`config.mk`:
```
export PLATFORM = sky130hd
export DESIGN_NAME = prn_handshake_port
export DESIGN_NICKNAME = d
export VERILOG_FILES = /design/src/rtl/prn_port_pkg.sv /design/src/rtl/prn_busy_sync.sv /design/src/rtl/prn_strobe_timer.sv /design/src/rtl/prn_seq.sv /design/src/rtl/prn_handshake_port.sv
export SDC_FILE = /design/constraint.sdc
export NUM_CORES = 1
export LEC_CHECK = 0
export ABC_CLOCK_PERIOD_IN_PS = 6500
export BUFFER_PORTS_ARGS = -buffer_cell sky130_fd_sc_hd__buf_2
export CAP_MARGIN = 40
export CORE_AREA = 2 2 48 50
export CTS_CLUSTER_SIZE = 20
export DETAILED_ROUTE_END_ITERATION = 16
export DIE_AREA = 0 0 50 52
export GPL_ROUTABILITY_DRIVEN = 0
export PLACE_DENSITY = 0.63
export SETUP_SLACK_MARGIN = 0.02
export SYNTH_ARGS = -nofsm -noshare
export SYNTH_HDL_FRONTEND = slang
export SYNTH_HIERARCHICAL = 1
export SYNTH_SLANG_ARGS = --single-unit
```
`constraint.sdc`:
```
create_clock -name clk -period 6.5 [get_ports clk]
set_clock_uncertainty 0.15 [all_clocks]
set_input_delay 1.625 -clock clk [delete_from_list [all_inputs] [get_ports clk]]
set_output_delay 1.625 -clock clk [all_outputs]
set_load 0.05 [all_outputs]
```
`src/rtl/prn_port_pkg.sv`:
```
package prn_port_pkg;
  typedef enum logic [2:0] {
    PS_IDLE,
    PS_WAIT,
    PS_SETUP,
    PS_PULSE,
    PS_HOLD
  } prn_state_t;

  // Strobe low time in cycles; a programmed zero is clamped to one.
  function automatic int unsigned strobe_cycles(input int unsigned w);
    return (w == 0) ? 1 : w;
  endfunction
endpackage

```
`src/rtl/prn_busy_sync.sv`:
```
module prn_busy_sync #(
  parameter int STAGES = 2
) (
  input  logic clk,
  input  logic rst_n,
  input  logic din,
  output logic dout
);
  logic [STAGES-1:0] sh;

  // Resets to 0: printer treated as busy until the line is seen high.
  always_ff @(posedge clk or negedge rst_n) begin
    if (!rst_n) sh <= '0;
    else        sh <= {sh[STAGES-2:0], din};
  end

  assign dout = sh[STAGES-1];
endmodule

```
`src/rtl/prn_strobe_timer.sv`:
```
module prn_strobe_timer
  import prn_port_pkg::*;
#(
  parameter int WW = 4
) (
  input  logic          clk,
  input  logic          rst_n,
  input  logic          start,
  input  logic [WW-1:0] width,
  output logic          active,
  output logic          done
);
  logic [WW-1:0] cnt;

  assign done = active && (cnt == '0);

  always_ff @(posedge clk or negedge rst_n) begin
    if (!rst_n) begin
      active <= 1'b0;
      cnt    <= '0;
    end else if (start) begin
      active <= 1'b1;
      cnt    <= WW'(strobe_cycles(int'(width)) - 1);
    end else if (done) begin
      active <= 1'b0;
    end else if (active) begin
      cnt <= cnt - 1'b1;
    end
  end
endmodule

```
`src/rtl/prn_seq.sv`:
```
module prn_seq
  import prn_port_pkg::*;
(
  input  logic       clk,
  input  logic       rst_n,
  input  logic       in_valid,
  input  logic [7:0] in_data,
  input  logic       printer_free,
  input  logic       pulse_done,
  output logic       in_ready,
  output logic       pulse_start,
  output logic       fire_ok,
  output logic [7:0] out_data
);
  prn_state_t state, state_nx;
  logic accept;

  assign in_ready    = (state == PS_IDLE);
  assign accept      = in_valid && in_ready;
  assign fire_ok     = (state == PS_WAIT) && printer_free;
  assign pulse_start = (state == PS_SETUP);

  always_comb begin
    state_nx = state;
    case (state)
      PS_IDLE:  if (accept) state_nx = PS_WAIT;
      PS_WAIT:  if (printer_free) state_nx = PS_SETUP;
      PS_SETUP: state_nx = PS_PULSE;
      PS_PULSE: if (pulse_done) state_nx = PS_HOLD;
      PS_HOLD:  state_nx = PS_IDLE;
      default:  state_nx = PS_IDLE;
    endcase
  end

  always_ff @(posedge clk or negedge rst_n) begin
    if (!rst_n) begin
      state    <= PS_IDLE;
      out_data <= '0;
    end else begin
      state <= state_nx;
      if (accept) out_data <= in_data;
    end
  end

  // The data register changes only on an accepted byte.
  assert_data_only_on_accept_R7: assert property (@(posedge clk) disable iff (!rst_n)
    !accept |=> $stable(out_data));
endmodule

```
`src/rtl/prn_handshake_port.sv`:
```
module prn_handshake_port
  import prn_port_pkg::*;
#(
  parameter int WW          = 4,
  parameter int SYNC_STAGES = 2
) (
  input  logic          clk,
  input  logic          rst_n,
  input  logic          in_valid,
  output logic          in_ready,
  input  logic [7:0]    in_data,
  input  logic [WW-1:0] strobe_width,
  input  logic          busy_n,
  output logic [7:0]    prn_data,
  output logic          strobe_n
);
  logic printer_free;
  logic pulse_start, pulse_done, pulse_active;
  logic fire_ok;

  prn_busy_sync #(.STAGES(SYNC_STAGES)) u_sync (
    .clk(clk), .rst_n(rst_n), .din(busy_n), .dout(printer_free)
  );

  prn_seq u_seq (
    .clk(clk), .rst_n(rst_n),
    .in_valid(in_valid), .in_data(in_data),
    .printer_free(printer_free), .pulse_done(pulse_done),
    .in_ready(in_ready), .pulse_start(pulse_start),
    .fire_ok(fire_ok), .out_data(prn_data)
  );

  prn_strobe_timer #(.WW(WW)) u_timer (
    .clk(clk), .rst_n(rst_n), .start(pulse_start), .width(strobe_width),
    .active(pulse_active), .done(pulse_done)
  );

  assign strobe_n = ~pulse_active;

  assert_ready_low_in_pulse_R2: assert property (@(posedge clk) disable iff (!rst_n)
    !strobe_n |-> !in_ready);

  assert_accept_when_idle_R2: assert property (@(posedge clk) disable iff (!rst_n)
    (in_valid && in_ready) |-> strobe_n);

  assert_fire_after_free_R3: assert property (@(posedge clk) disable iff (!rst_n)
    $fell(strobe_n) |-> $past(fire_ok, 2));

  assert_data_setup_R6: assert property (@(posedge clk) disable iff (!rst_n)
    $fell(strobe_n) |-> $stable(prn_data));

  assert_data_hold_R6: assert property (@(posedge clk) disable iff (!rst_n)
    !strobe_n |=> $stable(prn_data));
endmodule

```
==> impl_metrics.xml, run 1 <==
<?xml version="1.0" encoding="UTF-8"?>
<metrics>
  <group name="global_routing">
    <metric name="grt_pass1_vias" unit="">531</metric>
    <metric name="grt_start_max_net_pins" unit="">19</metric>
    <metric name="initial_antenna_violation_count" unit="">0</metric>
    <metric name="grt.total_usage" unit="">0.130</metric>
    <metric name="grt_overflow_total" unit="">0</metric>
    <metric name="grt_pass1_wl" unit="mm">2.46</metric>
  </group>
  <group name="sta">
    <metric name="rsz_0062_raised_after_global_routing" unit="">false</metric>
    <metric name="setup-violations-final" unit="">0</metric>
    <metric name="timing_hold_violations_final" unit="">0</metric>
    <metric name="hold_ws" unit="ns">0.207</metric>
    <metric name="post-route-min-period" unit="ns">3.02</metric>
    <metric name="max_freq" unit="MHz">331</metric>
    <metric name="timing.final.crit_share" unit="">0.465</metric>
    <metric name="totalNegativeSetupSlack" unit="ns">0</metric>
    <metric name="max_slew_violation_total_from_the_final_report" unit="">0</metric>
    <metric name="timing_worst_slew_pin_value" unit="ns">0.560</metric>
    <metric name="relSlewSlack" unit="">0.625</metric>
  </group>
  <group name="floorplan">
    <metric name="die-width" unit="µm">50</metric>
    <metric name="dieHeight" unit="µm">52</metric>
    <metric name="fp.dieArea" unit="µm²">2600</metric>
    <metric name="coreArea" unit="µm²">2110</metric>
    <metric name="ioPinCount" unit="">26</metric>
    <metric name="placement_rows" unit="">17</metric>
    <metric name="initial_core_util" unit="">0.393</metric>
  </group>
  <group name="outcome">
    <metric name="run_status" unit="">complete, no violations</metric>
  </group>
  <group name="clock_tree">
    <metric name="postCtsResizedCells" unit="">0</metric>
    <metric name="clockBufferDepth" unit="">2</metric>
    <metric name="cts_buffers" unit="">3</metric>
    <metric name="clock-root-buffer" unit="">sky130_fd_sc_hd__clkbuf_4</metric>
    <metric name="post_cts_hold_buffer_count" unit="">0</metric>
    <metric name="clock_tree.htree_level_count" unit="">1</metric>
    <metric name="cts_tree" unit="">yes</metric>
    <metric name="cts.repair_timing.setup_buffer_count" unit="">0</metric>
    <metric name="cts.sink_count" unit="">18</metric>
    <metric name="clk_latency" unit="ns">0.29</metric>
    <metric name="cts.clk_slew.worst_paths" unit="ns">0.10</metric>
  </group>
  <group name="drt">
    <metric name="routed_wirelength" unit="mm">1.45</metric>
    <metric name="first_iter_violations" unit="">12</metric>
    <metric name="drt_drc_violations_left" unit="">0</metric>
    <metric name="wire_per_inst" unit="µm">12.0</metric>
    <metric name="post_drt_antenna_nets" unit="">0</metric>
    <metric name="vias_per_cell" unit="">5.07</metric>
    <metric name="via_count" unit="">614</metric>
    <metric name="first_pass_iters" unit="">4</metric>
  </group>
  <group name="synth">
    <metric name="ys_warn_count" unit="">6</metric>
    <metric name="syn_area" unit="µm²">828</metric>
    <metric name="mappedNetlistNets" unit="">84</metric>
    <metric name="syn-instance-count" unit="">67</metric>
    <metric name="synth.avg_cell_area" unit="µm²">12.4</metric>
  </group>
  <group name="final_layout">
    <metric name="insertedDiodeCount" unit="">0</metric>
    <metric name="most_common_cell_after_layout_fill_and_taps_aside" unit="">sky130_fd_sc_hd__buf_2</metric>
    <metric name="mostFrequentLayoutCells" unit="">sky130_fd_sc_hd__buf_2 (26), sky130_fd_sc_hd__dfrtp_1 (18), sky130_fd_sc_hd__mux2_2 (9), sky130_fd_sc_hd__nor3_1 (6)</metric>
    <metric name="proportion_of_layout_cells_with_a_drive_suffix_above_1" unit="">0.430</metric>
    <metric name="fin_nets" unit="">112</metric>
    <metric name="syn_to_final_growth" unit="%">20.2</metric>
  </group>
  <group name="setup_path">
    <metric name="end_kind" unit="">primary output</metric>
    <metric name="critical_path_peak_fanout" unit="">8</metric>
    <metric name="worst_setup_path_start_kind" unit="">flop</metric>
    <metric name="critical_path_arrival" unit="ns">1.25</metric>
    <metric name="worst-setup-path-type" unit="">reg2out</metric>
    <metric name="critical_path_required" unit="ns">4.72</metric>
  </group>
  <group name="power">
    <metric name="switching_power" unit="W">0.000248</metric>
    <metric name="clock_power_share" unit="">0.102</metric>
    <metric name="power.share.combinational" unit="">0.505</metric>
    <metric name="cellPowerDensity" unit="nW/µm²">527</metric>
    <metric name="vdd.ir_drop.worst" unit="mV">0.238</metric>
    <metric name="switching_share" unit="">0.472</metric>
    <metric name="p_leak" unit="nW">0.462</metric>
    <metric name="p_int" unit="W">0.000277</metric>
    <metric name="share_seq_of_total_power" unit="">0.393</metric>
  </group>
  <group name="placement">
    <metric name="post-dp-hpwl" unit="mm">1.08</metric>
    <metric name="port-buffer-count" unit="">25</metric>
  </group>
  <group name="flow_run">
    <metric name="drv_cap" unit="">0</metric>
  </group>
  <group name="min_path">
    <metric name="min-delay-path-class" unit="">reg2reg</metric>
  </group>
</metrics>
critical path, stage by stage, from the launching register on:
cell,delay (ns)
sky130_fd_sc_hd__dfrtp_1,0.49
sky130_fd_sc_hd__nor3_1,0.19
sky130_fd_sc_hd__buf_2,0.28
sequential cells by signal (all words and copies together) (netlist names):
name	flops
u_timer/active	1
u_seq/state	3
u_seq/out_data	8
u_timer/cnt	4
u_sync/sh	2
power groups by stage:
stage | sequential (W) | clock (W) | combinational [W]
floorplan | 0.000280 | 0 | 0.000139
global placement | 0.000206 | 0 | 0.000263
detailed placement | 0.000209 | 0 | 0.000267
CTS | 0.000206 | 0.0000567 | 0.000267
global route | 0.000215 | 0.0000640 | 0.000287
finish | 0.000206 | 0.0000537 | 0.000265
metrics by stage:
stage / std cells / instance area (µm²) / setup slack, ns / power [W] / utilization
after CTS: 121 / 996 / 3.47 / 0.000530 / 0.473
after detailed placement: 118 / 973 / 3.42 / 0.000475 / 0.462
after global placement: 117 / 968 / 3.49 / 0.000469 / 0.460
final: 121 / 996 / 3.48 / 0.000525 / 0.473
after floorplan: 67 / 828 / 3.16 / 0.000419 / -
after global routing: 121 / 996 / 3.35 / 0.000565 / 0.473
path summary, 6_finish.rpt:
kind,from,endpoint,slack (ns),cells past startpoint
setup / recovery,u_seq/state[0],in_ready,3.48,2
hold / removal,u_sync/sh[0],u_sync/sh[1],0.21,0
setup reg to reg,u_seq/state[1],u_timer/cnt[2],4.06,7
hold reg to reg,u_sync/sh[0],u_sync/sh[1],0.21,0
max in group asynchronous,rst_n,u_seq/out_data[3],4.84,1
min in group asynchronous,rst_n,u_seq/state[2],1.09,1
final cells by class:
cell class,count,area (µm²)
inverter,3,11.3
multi-input combinational,43,347
tap,28,35.0
clock buffer,3,22.5
sequential,18,450
timing repair buffer,26,130
fill,214,1110
per-layer routing:
layer / global-route usage / share of wire / vias up
met4: 0.0833 / 0.0083 / 0
li1: - / - / 304
met5: 0 / 0 / -
met3: 0.0259 / 0.043 / 2
met2: 0.189 / 0.48 / 13
met1: 0.175 / 0.46 / 295
Note: power is estimated with default switching activity, not from simulation.
==> run 2: changes to the inputs <==
ABC_CLOCK_PERIOD_IN_PS = 2800   (was 6500)
clock period = 2.8 ns   (was 6.5 ns; I/O delays follow)
==> run 2 against run 1 <==
Design area is 1.6% higher. Die area unchanged. First-iteration DRC count down 50%. Combinational power up 130%. Final cell count is 0.83% higher. Flip-flop and latch count did not move. Sequential power up 130%. Critical path type unchanged. Largest cell class unchanged.
==> impl_metrics.xml, run 2 (synthesis gave the netlist of run 1 again) <==
<?xml version="1.0" encoding="UTF-8"?>
<metrics>
  <group name="sta">
    <metric name="timing_hold_violations_final" unit="">0</metric>
    <metric name="post-route-min-period" unit="ns">2.11</metric>
    <metric name="timing.final.crit_share" unit="">0.753</metric>
    <metric name="setup-violations-final" unit="">0</metric>
    <metric name="final.setup.worst_slack" unit="ns">0.692</metric>
    <metric name="totalNegativeSetupSlack" unit="ns">0</metric>
    <metric name="rsz_0062_raised_after_global_routing" unit="">false</metric>
    <metric name="timing_worst_slew_pin_value" unit="ns">0.577</metric>
    <metric name="max_slew_violation_total_from_the_final_report" unit="">0</metric>
    <metric name="max_freq" unit="MHz">474</metric>
    <metric name="relSlewSlack" unit="">0.614</metric>
  </group>
  <group name="drt">
    <metric name="wire_per_inst" unit="µm">11.9</metric>
    <metric name="first_pass_iters" unit="">4</metric>
    <metric name="via_count" unit="">613</metric>
    <metric name="vias_per_cell" unit="">5.02</metric>
    <metric name="dr.max_layer_used" unit="">met3</metric>
    <metric name="route.layer.met1.wl" unit="µm">649</metric>
    <metric name="wl_met3" unit="µm">60</metric>
    <metric name="routed_wirelength" unit="mm">1.45</metric>
    <metric name="post_drt_antenna_nets" unit="">0</metric>
    <metric name="wl_met2" unit="µm">743</metric>
    <metric name="drt_drc_violations_left" unit="">0</metric>
    <metric name="first_iter_violations" unit="">6</metric>
  </group>
  <group name="setup_path">
    <metric name="critPathLaunch" unit="">u_seq/state[0]</metric>
    <metric name="reg2reg_setup_slack" unit="ns">0.70</metric>
    <metric name="worst-setup-path-type" unit="">reg2out</metric>
    <metric name="timing.critical_path.to" unit="">in_ready</metric>
    <metric name="worst_r2r_endpoint" unit="">u_timer/cnt[2]</metric>
    <metric name="origin_of_the_critical_flop_to_flop_path" unit="">u_seq/state[1]</metric>
    <metric name="worst_setup_path_start_kind" unit="">flop</metric>
    <metric name="end_kind" unit="">primary output</metric>
    <metric name="critical_path_peak_fanout" unit="">8</metric>
    <metric name="rr_worst_depth" unit="">7</metric>
    <metric name="critical_path_required" unit="ns">1.95</metric>
    <metric name="critical_path_arrival" unit="ns">1.26</metric>
  </group>
  <group name="global_routing">
    <metric name="initial_antenna_violation_count" unit="">0</metric>
    <metric name="grt.total_usage" unit="">0.125</metric>
    <metric name="grt_pass1_wl" unit="mm">2.37</metric>
    <metric name="grt_start_max_net_pins" unit="">19</metric>
    <metric name="grt_pass1_vias" unit="">592</metric>
    <metric name="grt_overflow_total" unit="">0</metric>
  </group>
  <group name="outcome">
    <metric name="run_status" unit="">complete, no violations</metric>
  </group>
  <group name="clock_tree">
    <metric name="cts.clk_slew.worst_paths" unit="ns">0.10</metric>
    <metric name="cts_buffers" unit="">3</metric>
    <metric name="post_cts_hold_buffer_count" unit="">0</metric>
    <metric name="clock_tree.htree_level_count" unit="">1</metric>
    <metric name="postCtsResizedCells" unit="">0</metric>
    <metric name="cts.repair_timing.setup_buffer_count" unit="">0</metric>
    <metric name="clk_latency" unit="ns">0.29</metric>
    <metric name="clock-root-buffer" unit="">sky130_fd_sc_hd__clkbuf_4</metric>
    <metric name="cts.sink_count" unit="">18</metric>
    <metric name="cts_tree" unit="">yes</metric>
    <metric name="clockBufferDepth" unit="">2</metric>
  </group>
  <group name="final_layout">
    <metric name="largest_register_ffs" unit="">8</metric>
    <metric name="insertedDiodeCount" unit="">0</metric>
    <metric name="proportion_of_layout_cells_with_a_drive_suffix_above_1" unit="">0.436</metric>
    <metric name="most_common_cell_after_layout_fill_and_taps_aside" unit="">sky130_fd_sc_hd__buf_2</metric>
    <metric name="registers_with_the_highest_flip_flop_counts" unit="">u_seq/out_data (8), u_timer/cnt (4), u_seq/state (3)</metric>
    <metric name="post_layout_nonfiller_instances" unit="">122</metric>
    <metric name="fin_nets" unit="">112</metric>
    <metric name="top_register" unit="">u_seq/out_data</metric>
    <metric name="mostFrequentLayoutCells" unit="">sky130_fd_sc_hd__buf_2 (25), sky130_fd_sc_hd__dfrtp_1 (18), sky130_fd_sc_hd__mux2_2 (9), sky130_fd_sc_hd__nor3_1 (6)</metric>
    <metric name="syn_to_final_growth" unit="%">22.2</metric>
  </group>
  <group name="floorplan">
    <metric name="die-width" unit="µm">50</metric>
    <metric name="dieHeight" unit="µm">52</metric>
    <metric name="coreArea" unit="µm²">2110</metric>
    <metric name="initial_core_util" unit="">0.393</metric>
    <metric name="placement_rows" unit="">17</metric>
    <metric name="ioPinCount" unit="">26</metric>
    <metric name="fp.dieArea" unit="µm²">2600</metric>
  </group>
  <group name="placement">
    <metric name="port-buffer-count" unit="">25</metric>
    <metric name="post-dp-hpwl" unit="mm">1.11</metric>
    <metric name="dp_cells" unit="">118</metric>
    <metric name="post-place-ws" unit="ns">0.642</metric>
  </group>
  <group name="flow_run">
    <metric name="drv_cap" unit="">0</metric>
  </group>
  <group name="power">
    <metric name="p_leak" unit="nW">0.469</metric>
    <metric name="cellPowerDensity" unit="nW/µm²">1240</metric>
    <metric name="vdd.ir_drop.worst" unit="mV">0.558</metric>
  </group>
  <group name="min_path">
    <metric name="min-delay-path-class" unit="">in2async</metric>
  </group>
</metrics>
## run 2: cell count changes in the layout (fill, tap and decap cells not counted), sizes merged
cell,before,now
clkbuf,3,4
## run 2: per-layer routing
layer  GRT usage  up-vias
met5           0        -
met4      0.0417        0
met3      0.0431        0
met2       0.228       15
met1       0.133      293
li1            -      305
## run 2: power breakdown
part	internal [W]	switching [W]	leakage, nW
Clock	0.0000793	0.0000795	0.0210
Combinational	0.000227	0.000390	0.235
Sequential	0.000370	0.000108	0.214
## run 2: how the worst min path moves through the flow
stage                                    to  slack, ns          from
after detailed placement       u_sync/sh[1]       0.19  u_sync/sh[0]
after floorplan                u_sync/sh[1]       0.18  u_sync/sh[0]
after global routing      u_seq/out_data[2]       0.18         rst_n
after CTS                 u_seq/out_data[5]       0.17         rst_n
after global placement         u_sync/sh[1]       0.18  u_sync/sh[0]
final                     u_seq/out_data[6]       0.16         rst_n
## run 2: critical path, stage by stage, from the launching register on
cell and delay, ns:
sky130_fd_sc_hd__dfrtp_1 0.49, sky130_fd_sc_hd__nor3_1 0.19, sky130_fd_sc_hd__buf_2 0.28
## run 2: cell type report
class | count | area (µm²)
fillers | 195 | 1090
flip-flops and latches | 18 | 450
multi-input cells | 43 | 347
repair buffers | 26 | 133
clock buffers | 4 | 36.3
well taps | 28 | 35.0
inverters | 3 | 11.3
## run 2: per-stage QoR
| step | power [W] | cell area [µm²] | util | hold WS, ns |
|---|---|---|---|---|
| 2_1_floorplan | 0.000973 | 828 | - | 0.181 |
| 3_3_place_gp | 0.00109 | 976 | 0.463 | 0.184 |
| 3_5_place_dp | 0.00111 | 976 | 0.463 | 0.193 |
| 4_1_cts | 0.00127 | 1010 | 0.481 | 0.170 |
| 5_1_grt | 0.00134 | 1010 | 0.481 | 0.176 |
| 6_report | 0.00125 | 1010 | 0.481 | 0.157 |
